### config.mk
export PLATFORM = sky130hd
export DESIGN_NAME = dram_page_seq
export DESIGN_NICKNAME = d
export VERILOG_FILES = /design/src/rtl/dps_pkg.sv /design/src/rtl/dps_row_track.sv /design/src/rtl/dps_seq_fsm.sv /design/src/rtl/dps_bus_drive.sv /design/src/rtl/dram_page_seq.sv
export SDC_FILE = /design/constraint.sdc
export NUM_CORES = 1
export LEC_CHECK = 0
export ABC_AREA = 0
export BUFFER_PORTS_ARGS = -buffer_cell sky130_fd_sc_hd__buf_2
export CORE_MARGIN = 2
export CORE_UTILIZATION = 44
export DETAILED_ROUTE_END_ITERATION = 12
export GPL_TIMING_DRIVEN = 0
export PLACE_DENSITY_LB_ADDON = 0.2
export SYNTH_ARGS = -nofsm -noshare
export SYNTH_HDL_FRONTEND = slang
export SYNTH_SLANG_ARGS = --single-unit
### constraint.sdc
create_clock -name clk -period 1.5 [get_ports clk]
set_input_delay 0.15 -clock clk [delete_from_list [all_inputs] [get_ports clk]]
set_output_delay 0.15 -clock clk [all_outputs]
set_load 0.01 [all_outputs]
### src/rtl/dps_pkg.sv
package dps_pkg;

    parameter int ADDR_W = 22;
    parameter int DATA_W = 16;
    parameter int COL_W  = 10;
    localparam int ROW_W = ADDR_W - COL_W;

    typedef enum logic [2:0] {
        PH_IDLE = 3'd0,
        PH_PRE  = 3'd1,
        PH_ROW  = 3'd2,
        PH_COL  = 3'd3,
        PH_EXT  = 3'd4
    } phase_e;

    typedef struct packed {
        logic              is_dram;
        logic              write;
        logic [ADDR_W-1:0] addr;
        logic [DATA_W-1:0] data;
    } acc_t;

    function automatic logic [ROW_W-1:0] row_of(input logic [ADDR_W-1:0] a);
        return a[ADDR_W-1:COL_W];
    endfunction

    function automatic logic [COL_W-1:0] col_of(input logic [ADDR_W-1:0] a);
        return a[COL_W-1:0];
    endfunction

    function automatic logic phase_accepts(input phase_e p);
        return (p == PH_IDLE) || (p == PH_COL) || (p == PH_EXT);
    endfunction

endpackage

### src/rtl/dps_row_track.sv
module dps_row_track
    import dps_pkg::*;
(
    input  logic              clk,
    input  logic              rst,
    input  logic              hold_ras,
    input  phase_e            phase,
    input  phase_e            nxt_phase,
    input  logic [ADDR_W-1:0] cur_addr,
    input  logic [ADDR_W-1:0] cand_addr,
    output logic              row_open,
    output logic              hit
);

    logic [ROW_W-1:0] open_row;

    always_ff @(posedge clk) begin
        if (rst) begin
            row_open <= 1'b0;
            open_row <= '0;
        end else begin
            case (nxt_phase)
                PH_PRE: row_open <= 1'b0;
                PH_ROW: begin
                    row_open <= 1'b1;
                    open_row <= row_of(cur_addr);
                end
                PH_EXT, PH_IDLE: begin
                    if (!hold_ras) row_open <= 1'b0;
                end
                default: ;
            endcase
        end
    end

    assign hit = row_open && (open_row == row_of(cand_addr));


    release_drops_row_chk: assert property (@(posedge clk) disable iff (rst)
        (phase == PH_EXT && !$past(hold_ras)) |-> !row_open);


    precharge_closes_chk: assert property (@(posedge clk) disable iff (rst)
        (phase == PH_PRE) |-> !row_open);

endmodule

### src/rtl/dps_seq_fsm.sv
module dps_seq_fsm
    import dps_pkg::*;
(
    input  logic   clk,
    input  logic   rst,
    input  logic   req_valid,
    input  acc_t   req_in,
    input  logic   hit,
    output logic   ready,
    output phase_e phase,
    output phase_e nxt_phase,
    output acc_t   cur
);

    logic accept;

    assign ready  = phase_accepts(phase);
    assign accept = ready && req_valid;

    always_comb begin
        nxt_phase = phase;
        case (phase)
            PH_PRE: nxt_phase = PH_ROW;
            PH_ROW: nxt_phase = PH_COL;
            default: begin
                if (!accept)            nxt_phase = PH_IDLE;
                else if (!req_in.is_dram) nxt_phase = PH_EXT;
                else if (hit)           nxt_phase = PH_COL;
                else                    nxt_phase = PH_PRE;
            end
        endcase
    end

    always_ff @(posedge clk) begin
        if (rst) begin
            phase <= PH_IDLE;
            cur   <= '0;
        end else begin
            phase <= nxt_phase;
            if (accept) cur <= req_in;
        end
    end


    row_after_pre_chk: assert property (@(posedge clk) disable iff (rst)
        (phase == PH_PRE) |=> (phase == PH_ROW));


    col_direct_needs_hit_chk: assert property (@(posedge clk) disable iff (rst)
        (phase == PH_COL && $past(phase) != PH_ROW) |-> $past(hit));


    no_accept_in_open_chk: assert property (@(posedge clk) disable iff (rst)
        (phase == PH_ROW) |-> $past(phase) == PH_PRE);

endmodule

### src/rtl/dps_bus_drive.sv
module dps_bus_drive
    import dps_pkg::*;
(
    input  phase_e            phase,
    input  acc_t              cur,
    input  logic              row_open,
    output logic [ADDR_W-1:0] bus_addr,
    output logic              ras_n,
    output logic              cas_n,
    output logic [DATA_W-1:0] bus_wdata,
    output logic              data_oe,
    output logic              done
);

    logic xfer;

    always_comb begin
        bus_addr = '0;
        case (phase)
            PH_PRE, PH_ROW: bus_addr = ADDR_W'(row_of(cur.addr));
            PH_COL:         bus_addr = ADDR_W'(col_of(cur.addr));
            PH_EXT:         bus_addr = cur.addr;
            default:        bus_addr = '0;
        endcase
    end

    assign xfer      = (phase == PH_COL) || (phase == PH_EXT);
    assign ras_n     = !row_open;
    assign cas_n     = (phase != PH_COL);
    assign done      = xfer;
    assign data_oe   = xfer && cur.write;
    assign bus_wdata = data_oe ? cur.data : '0;

endmodule

### src/rtl/dram_page_seq.sv
module dram_page_seq
    import dps_pkg::*;
(
    input  logic              clk,
    input  logic              rst,
    input  logic              hold_ras,
    input  logic              req_valid,
    output logic              req_ready,
    input  logic              req_is_dram,
    input  logic              req_write,
    input  logic [ADDR_W-1:0] req_addr,
    input  logic [DATA_W-1:0] req_wdata,
    output logic [ADDR_W-1:0] bus_addr,
    output logic              ras_n,
    output logic              cas_n,
    output logic [DATA_W-1:0] bus_wdata,
    output logic              data_oe,
    output logic              done
);

    acc_t   req_in;
    acc_t   cur;
    phase_e phase;
    phase_e nxt_phase;
    logic   row_open;
    logic   hit;

    assign req_in = '{is_dram: req_is_dram, write: req_write,
                      addr: req_addr, data: req_wdata};

    dps_seq_fsm u_fsm (
        .clk       (clk),
        .rst       (rst),
        .req_valid (req_valid),
        .req_in    (req_in),
        .hit       (hit),
        .ready     (req_ready),
        .phase     (phase),
        .nxt_phase (nxt_phase),
        .cur       (cur)
    );

    dps_row_track u_rows (
        .clk       (clk),
        .rst       (rst),
        .hold_ras  (hold_ras),
        .phase     (phase),
        .nxt_phase (nxt_phase),
        .cur_addr  (cur.addr),
        .cand_addr (req_addr),
        .row_open  (row_open),
        .hit       (hit)
    );

    dps_bus_drive u_drive (
        .phase     (phase),
        .cur       (cur),
        .row_open  (row_open),
        .bus_addr  (bus_addr),
        .ras_n     (ras_n),
        .cas_n     (cas_n),
        .bus_wdata (bus_wdata),
        .data_oe   (data_oe),
        .done      (done)
    );


    cas_needs_ras_chk: assert property (@(posedge clk) disable iff (rst)
        !cas_n |-> !ras_n);


    drive_only_on_done_chk: assert property (@(posedge clk) disable iff (rst)
        data_oe |-> done);


    ready_when_done_chk: assert property (@(posedge clk) disable iff (rst)
        done |-> req_ready);

endmodule

==> run_results.csv, run 1 <==
group,metric,value,unit
worst_setup_path,crit_end,"bus_addr[1]",
global_route,use_met3,0.0425,
die,die_h,78.3,um
global_route,grt_pass1_vias,2288,
detailed_routing,first_pass_iters,4,
worst_setup_path,path_depth,6,
power_and_ir_drop,leakagePower,1.64,nW
yosys,syn_area,0.00243,sq mm
worst_setup_path,r2r_end,"u_fsm.phase[2]",
global_route,grt_util_met1,0.310,
yosys,synth_warnings,0,
worst_hold_path,min_from,"req_wdata[7]",
outcome,status,"complete, but fails checks",
outcome,violations,"negative setup slack",
placed_design,placed_area,0.00295,sq mm
worst_setup_path,crit_path_start,"u_fsm.phase[2]",
cts,clock_sinks,55,
cells_and_area,drive_gt1_frac,0.403,
die,rows,27,
yosys,synth_mux_area_frac,0.00413,
sta,worstMarginPinSlew,0.589,ns
die,coreArea,0.00541,sq mm
global_route,grt_max_degree,17,
yosys,ys_types,30,
worst_setup_path,worst-path-max-fanout,6,
global_route,grt_overflow,0,
yosys,synth_seq_cells,55,
sta,holdWs,0.0650,ns
cts,path_clk_slew,0.10,ns
sta,max_clock_freq,507,MHz
cts,htreeDepth,2,
cells_and_area,nNetsFinal,470,
yosys,synth_fa_ha_area_frac,0,
placed_design,dp_cells,472,
detailed_routing,vias,2617,
worst_setup_path,path_cells,"and3b_2 -> or2_4 -> buf_6 -> buf_6 -> a22o_1 -> buf_2",
cells_and_area,area_delta_synth_final,50.1,%
placed_design,pre_cts_slack,-0.233,ns
sta,relSlewSlack,0.607,
global_route,antenna_found_initial,0,
sta,hold_violations,0,
placed_design,dp_hpwl,5010,um
cells_and_area,antennaDiodeCount,0,
die,start_util,0.449,
power_and_ir_drop,ir_worst_vdd,0.575,mV
yosys,synthXorXnorAreaFrac,0.0469,
worst_setup_path,path_delay_family,"simple AND/OR/NAND/NOR gates",
worst_hold_path,holdPathStages,3,
cts,numCtsBuffers,5,
worst_setup_path,crit_top_cell,"buf_6",
die,die_w,78.3,um
global_route,grt_usage,0.231,
cts,clk_path_buf_depth,2,
cells_and_area,design_area,0.00364,sq mm
cts,postCtsHoldBufs,0,
global_route,grt_pass1_wl,11200,um
worst_hold_path,hp-class,"in2reg",
sta,setup_viol_count_final,41,
sta,slew_viol_final,0,
sta,worst_clock_skew,0.00224,ns
detailed_routing,drt-total-wl,7970,um
detailed_routing,final_antenna_net_count,0,
detailed_routing,drtIter0Drc,150,
yosys,synth_compound_area_frac,0.171,
worst_setup_path,worst-path-buf-inv,3,
worst_setup_path,crit_path_top_delay_cell,"dfxtp_4",
placed_design,gp_congestion,0.918,
cts,tritoncts,"done",
sta,rsz0062_at_grt,"yes",
worst_setup_path,r2r-start,"u_fsm.phase[2]",
global_route,use_met2,0.375,
cells_and_area,final_cells,499,
worst_setup_path,reg2reg_slack,0,ns
sta,setup_ws,-0.471,ns
placed_design,io_buffers,86,
cts,cts_root_buf,"clkbuf_8",
worst_setup_path,crit_type,"reg2out",
flow_run,maxCapViolations,0,
sta,finalCriticalPeriod,1.97,ns
worst_setup_path,crit_path_end_kind,"output port",
die,io_pins,87,
yosys,avgSynthCellArea,7.73,sq um
global_route,busiest_layer,"met2",
worst_setup_path,slowest_delay,0.39,ns
cts,clock_latency,0.31,ns
sta,fin_crit_sh,1.31,
worst_setup_path,cp-start-kind,"flop",
yosys,syn-num-nets,358,
detailed_routing,drc,0,
yosys,synthCells,314,
yosys,ys_seq_area_frac,0.454,
power_and_ir_drop,powerDensity,996,mW/mm^2
die,die_area,0.00612,sq mm
detailed_routing,vias_per_cell,5.24,
worst_setup_path,rr_worst_depth,7,
worst_setup_path,arrival,1.82,ns
worst_setup_path,required,1.35,ns
sta,tns,-11.19,ns
detailed_routing,wl_per_cell,16.0,um
yosys,synth_top_family_by_area,"simple AND/OR/NAND/NOR gates",
yosys,yosys.area_share.simple,0.272,
cells_and_area,fillers,449,
==> layer usage <==
layer / up-vias / share of wire
li1: 1277 / -
met3: 14 / 0.050
met4: 0 / 0.017
met5: - / 0
met2: 81 / 0.48
met1: 1245 / 0.45
==> layout by cell type (no fill, tap or decap), types with 2 or more instances in the layout <==
master / n
buf_12: 2
buf_6: 31
a21oi_1: 44
dfxtp_4: 3
a21oi_2: 8
clkbuf_8: 6
buf_2: 73
buf_4: 12
nor4_2: 2
nor2_4: 2
xor2_1: 12
nor2_1: 2
and2_4: 2
a22o_1: 12
nand2_1: 103
and3_4: 14
and3_1: 12
a211oi_2: 2
clkbuf_1: 6
dfxtp_1: 52
==> worst register-to-register path: cells and delay by family (launching register included) <==
family	cells	cell delay (ns)
AO/OA/AOI/OAI	1	0.06
buffers and inverters	4	0.55
flip-flops	1	0.38
AND/OR/NAND/NOR	2	0.41
==> kinds of logic (layout without fill, tap and decap cells) <==
family,Yosys count,in the layout
DFF,55,55
and+or+nand+nor,148,148
buffers and inverters,26,139
muxes,1,1
AOI/OAI and AO/OA,71,71
xor gates and xnor gates,13,13
==> synth_stat cells, drive strengths merged <==
cell type,n,share of area
nor3,1,0.0021
clkbuf,10,0.015
or2,1,0.0026
a211oi,2,0.0062
nand4b,1,0.0036
and2,4,0.010
o32ai,1,0.0036
dfxtp,55,0.45
inv,2,0.0031
buf,14,0.034
nor4,3,0.0077
xnor2,1,0.0036
o21ai,2,0.0041
a21o,1,0.0031
nand2,104,0.16
mux2i,1,0.0041
and3,26,0.067
nor2,4,0.0062
nand4,1,0.0026
nand2b,1,0.0026
a21oi,52,0.11
o21a,1,0.0031
nand3b,1,0.0031
and3b,1,0.0036
xor2,12,0.043
a22o,12,0.043
==> through the flow <==
| stage | total power, mW | utilization |
|---|---|---|
| floorplan | 2.04 | - |
| finish | 3.63 | 0.674 |
| CTS | 3.38 | 0.596 |
| global placement | 2.26 | 0.546 |
| global route | 3.77 | 0.674 |
| detailed placement | 2.28 | 0.546 |
==> area by class of cell <==
cell class / instances / area (sq um) / area share
multi-input combinational: 233 / 1390 / 0.382
sequential: 55 / 1110 / 0.305
tap: 72 / 90.1 / 0.0247
clock buffer: 6 / 82.6 / 0.0227
clock inverter: 2 / 35.0 / 0.00962
buffer: 22 / 198 / 0.0543
inverter: 2 / 7.51 / 0.00206
timing repair buffer: 107 / 726 / 0.199
==> worst min path at each step <==
stage	end	slack (ns)
5_1_grt	u_fsm.cur[14]	0.06
4_1_cts	u_fsm.cur[8]	0.06
2_1_floorplan	u_fsm.phase[2]	0.23
3_3_place_gp	u_fsm.cur[2]	0.39
3_5_place_dp	u_fsm.cur[0]	0.40
6_report	u_fsm.cur[7]	0.07
==> power breakdown <==
part	internal (mW)	total, mW	switching, mW
clock	0.541	1.03	0.492
combinational	0.450	0.939	0.489
sequential	1.56	1.65	0.0897
total	2.55	3.63	1.07
==> repair_timing <==
item | in CTS | in global routing
setup buffers | 6 | 9
setup endpoints to repair | 82 | 95
pin swaps | 11 | 15
gates resized for setup | 31 | 83
cloned | 3 | 4
==> state kept, by name, indices dropped and copies added, names as in the netlist <==
name / cells
u_fsm.phase: 3
u_fsm.cur: 39
u_rows.open_row: 12
u_rows.row_open: 1
Note: power is estimated with default switching activity, not from simulation.
==> run 2, diff against run 1 <==
--- a/config.mk
+++ b/config.mk
@@ -12,6 +12,7 @@
 export DETAILED_ROUTE_END_ITERATION = 12
 export GPL_TIMING_DRIVEN = 0
 export PLACE_DENSITY_LB_ADDON = 0.2
+export REMOVE_ABC_BUFFERS = 1
 export SYNTH_ARGS = -nofsm -noshare
 export SYNTH_HDL_FRONTEND = slang
 export SYNTH_SLANG_ARGS = --single-unit
==> run_results.csv, run 2 (same netlist as run 1, synthesis figures left out) <==
group,metric,value,unit
cells_and_area,nNetsFinal,453,
sta,max_clock_freq,552,MHz
placed_design,dp_hpwl,3870,um
sta,finalCriticalPeriod,1.81,ns
worst_setup_path,slowest_delay,0.38,ns
cells_and_area,antennaDiodeCount,0,
die,coreArea,0.00541,sq mm
detailed_routing,final_antenna_net_count,0,
worst_hold_path,hp-class,"in2reg",
cells_and_area,multi_input_area,0.00140,sq mm
worst_setup_path,path_cells,"and3b_2 -> buf_4 -> buf_6 -> o21a_4 -> and2_1 -> a211oi_1",
cts,cts_root_buf,"clkbuf_8",
die,die_area,0.00612,sq mm
power_and_ir_drop,leakagePower,1.58,nW
detailed_routing,vias,2513,
cells_and_area,final_common_cell,"nand2_1",
die,io_pins,87,
cells_and_area,regArea,0.00111,sq mm
worst_setup_path,rr_worst_depth,6,
worst_setup_path,r2r_end,"u_rows.row_open",
cts,path_clk_slew,0.10,ns
sta,setup_ws,-0.312,ns
sta,slew_viol_final,0,
detailed_routing,first_pass_iters,4,
global_route,grt_pass1_vias,2208,
worst_setup_path,cp-start-kind,"flop",
detailed_routing,drt-total-wl,7800,um
worst_hold_path,hold_path_end,"u_fsm.cur[10]",
outcome,status,"complete, but fails checks",
worst_setup_path,crit_path_end_kind,"flop",
sta,hold_violations,0,
power_and_ir_drop,power,3.54,mW
global_route,antenna_found_initial,0,
outcome,violations,"negative setup slack",
global_route,grt_usage,0.220,
detailed_routing,vias_per_cell,5.21,
cells_and_area,area_delta_synth_final,40.8,%
worst_setup_path,required,1.70,ns
cells_and_area,largestRegisters,"u_fsm.cur x39, u_rows.open_row x12, u_fsm.phase x3",
detailed_routing,wl_per_cell,16.2,um
worst_setup_path,crit_path_top_delay_cell,"dfxtp_4",
worst_setup_path,arrival,2.01,ns
sta,fin_crit_sh,1.21,
sta,tns,-9.67,ns
cts,htreeDepth,2,
placed_design,io_buffers,86,
sta,setup_viol_count_final,72,
detailed_routing,drc,0,
worst_setup_path,r2r-start,"u_fsm.phase[1]",
power_and_ir_drop,ir_worst_vdd,0.677,mV
worst_setup_path,reg2reg_slack,-0.31,ns
sta,worst_clock_skew,0.00535,ns
power_and_ir_drop,powerDensity,1040,mW/mm^2
sta,relSlewSlack,0.171,
die,start_util,0.449,
global_route,grt_overflow,0,
worst_setup_path,crit_type,"reg2reg",
cts,clock_latency,0.30,ns
sta,rsz0062_at_grt,"yes",
worst_setup_path,path_delay_family,"compound AO/OA/AOI/OAI gates",
cells_and_area,final_cell_mix,"nand2_1 (96), buf_2 (85), dfxtp_1 (52), a21oi_1 (33), and3_1 (25)",
die,rows,27,
detailed_routing,drtIter0Drc,101,
die,die_h,78.3,um
cts,postCtsHoldBufs,0,
placed_design,pre_cts_slack,-1.25,ns
global_route,grt_pass1_wl,10600,um
cts,clk_path_buf_depth,2,
cts,tritoncts,"done",
cells_and_area,fillers,500,
placed_design,gp_congestion,0.772,
flow_run,maxCapViolations,0,
placed_design,placed_area,0.00286,sq mm
worst_setup_path,worst-path-max-fanout,11,
cells_and_area,drive_gt1_frac,0.388,
cells_and_area,max_flop_register,"u_fsm.cur",
global_route,grt_max_degree,57,
cts,clock_sinks,55,
die,die_w,78.3,um
worst_hold_path,min_from,"req_wdata[10]",
cts,numCtsBuffers,5,
cells_and_area,largest_reg_flops,39,
worst_setup_path,worst-path-buf-inv,2,
cells_and_area,design_area,0.00342,sq mm
worst_hold_path,holdPathStages,3,
cells_and_area,final_cells,482,
placed_design,dp_cells,449,
sta,worstMarginPinSlew,1.24,ns
-- run 2: cell types whose count changed in the layout (fill, tap and decap cells not counted), sizes merged --
| cell | before | now |
|---|---|---|
| clkbuf | 15 | 8 |
| buf | 120 | 105 |
| o21a | 1 | 4 |
| or2 | 1 | 3 |
-- run 2: area by class of cell --
type | instances | area share
clock buffer | 6 | 0.0242
inverter | 2 | 0.00220
clock inverter | 2 | 0.0103
multi-input combinational | 238 | 0.410
sequential | 55 | 0.326
timing repair buffer | 107 | 0.202
tap | 72 | 0.0264
-- run 2: worst max path at each step --
stage	start	endpoint	cells after the start
CTS	u_fsm.phase[1]	bus_addr[7]	4
detailed placement	u_fsm.phase[1]	bus_addr[6]	5
finish	u_fsm.phase[1]	u_rows.row_open	6
global route	u_fsm.phase[1]	u_rows.row_open	6
floorplan	u_fsm.phase[2]	u_fsm.cur[0]	4
global placement	u_fsm.phase[2]	u_fsm.cur[6]	4
-- run 2: worst min-delay path, delay by kind of cell --
kind | cells | cell delay [ns]
AND/OR/NAND/NOR | 1 | 0.05
buffers and inverters | 1 | 0.10
AO/OA/AOI/OAI | 1 | 0.05
-- run 2: timing repair --
action,in CTS,in global routing
gates cloned,2,7
pin swaps,37,32
endpoints found under the setup margin,85,95
buffers inserted,11,5
gates resized for setup,18,40
-- run 2: power by group --
part | internal, mW | switching (mW) | total, mW
Sequential | 1.56 | 0.0812 | 1.65
Clock | 0.541 | 0.481 | 1.02
Combinational | 0.388 | 0.488 | 0.876
-- run 2: metrics by stage --
stage                      util  hold slack (ns)
after global routing      0.632           0.0623
after CTS                 0.579           0.0553
final                     0.632           0.0756
after detailed placement  0.529            0.397
after floorplan               -            0.219
after global placement    0.523            0.389
-- run 2: per-layer routing --
layer	track usage	vias to the layer above	part of all wire	wire, um
li1	-	1249	-	-
met1	0.305	1177	0.47	3650
met2	0.350	83	0.47	3680
met3	0.0483	4	0.057	442
met4	0.0544	0	0.0038	30
met5	0	-	0	0
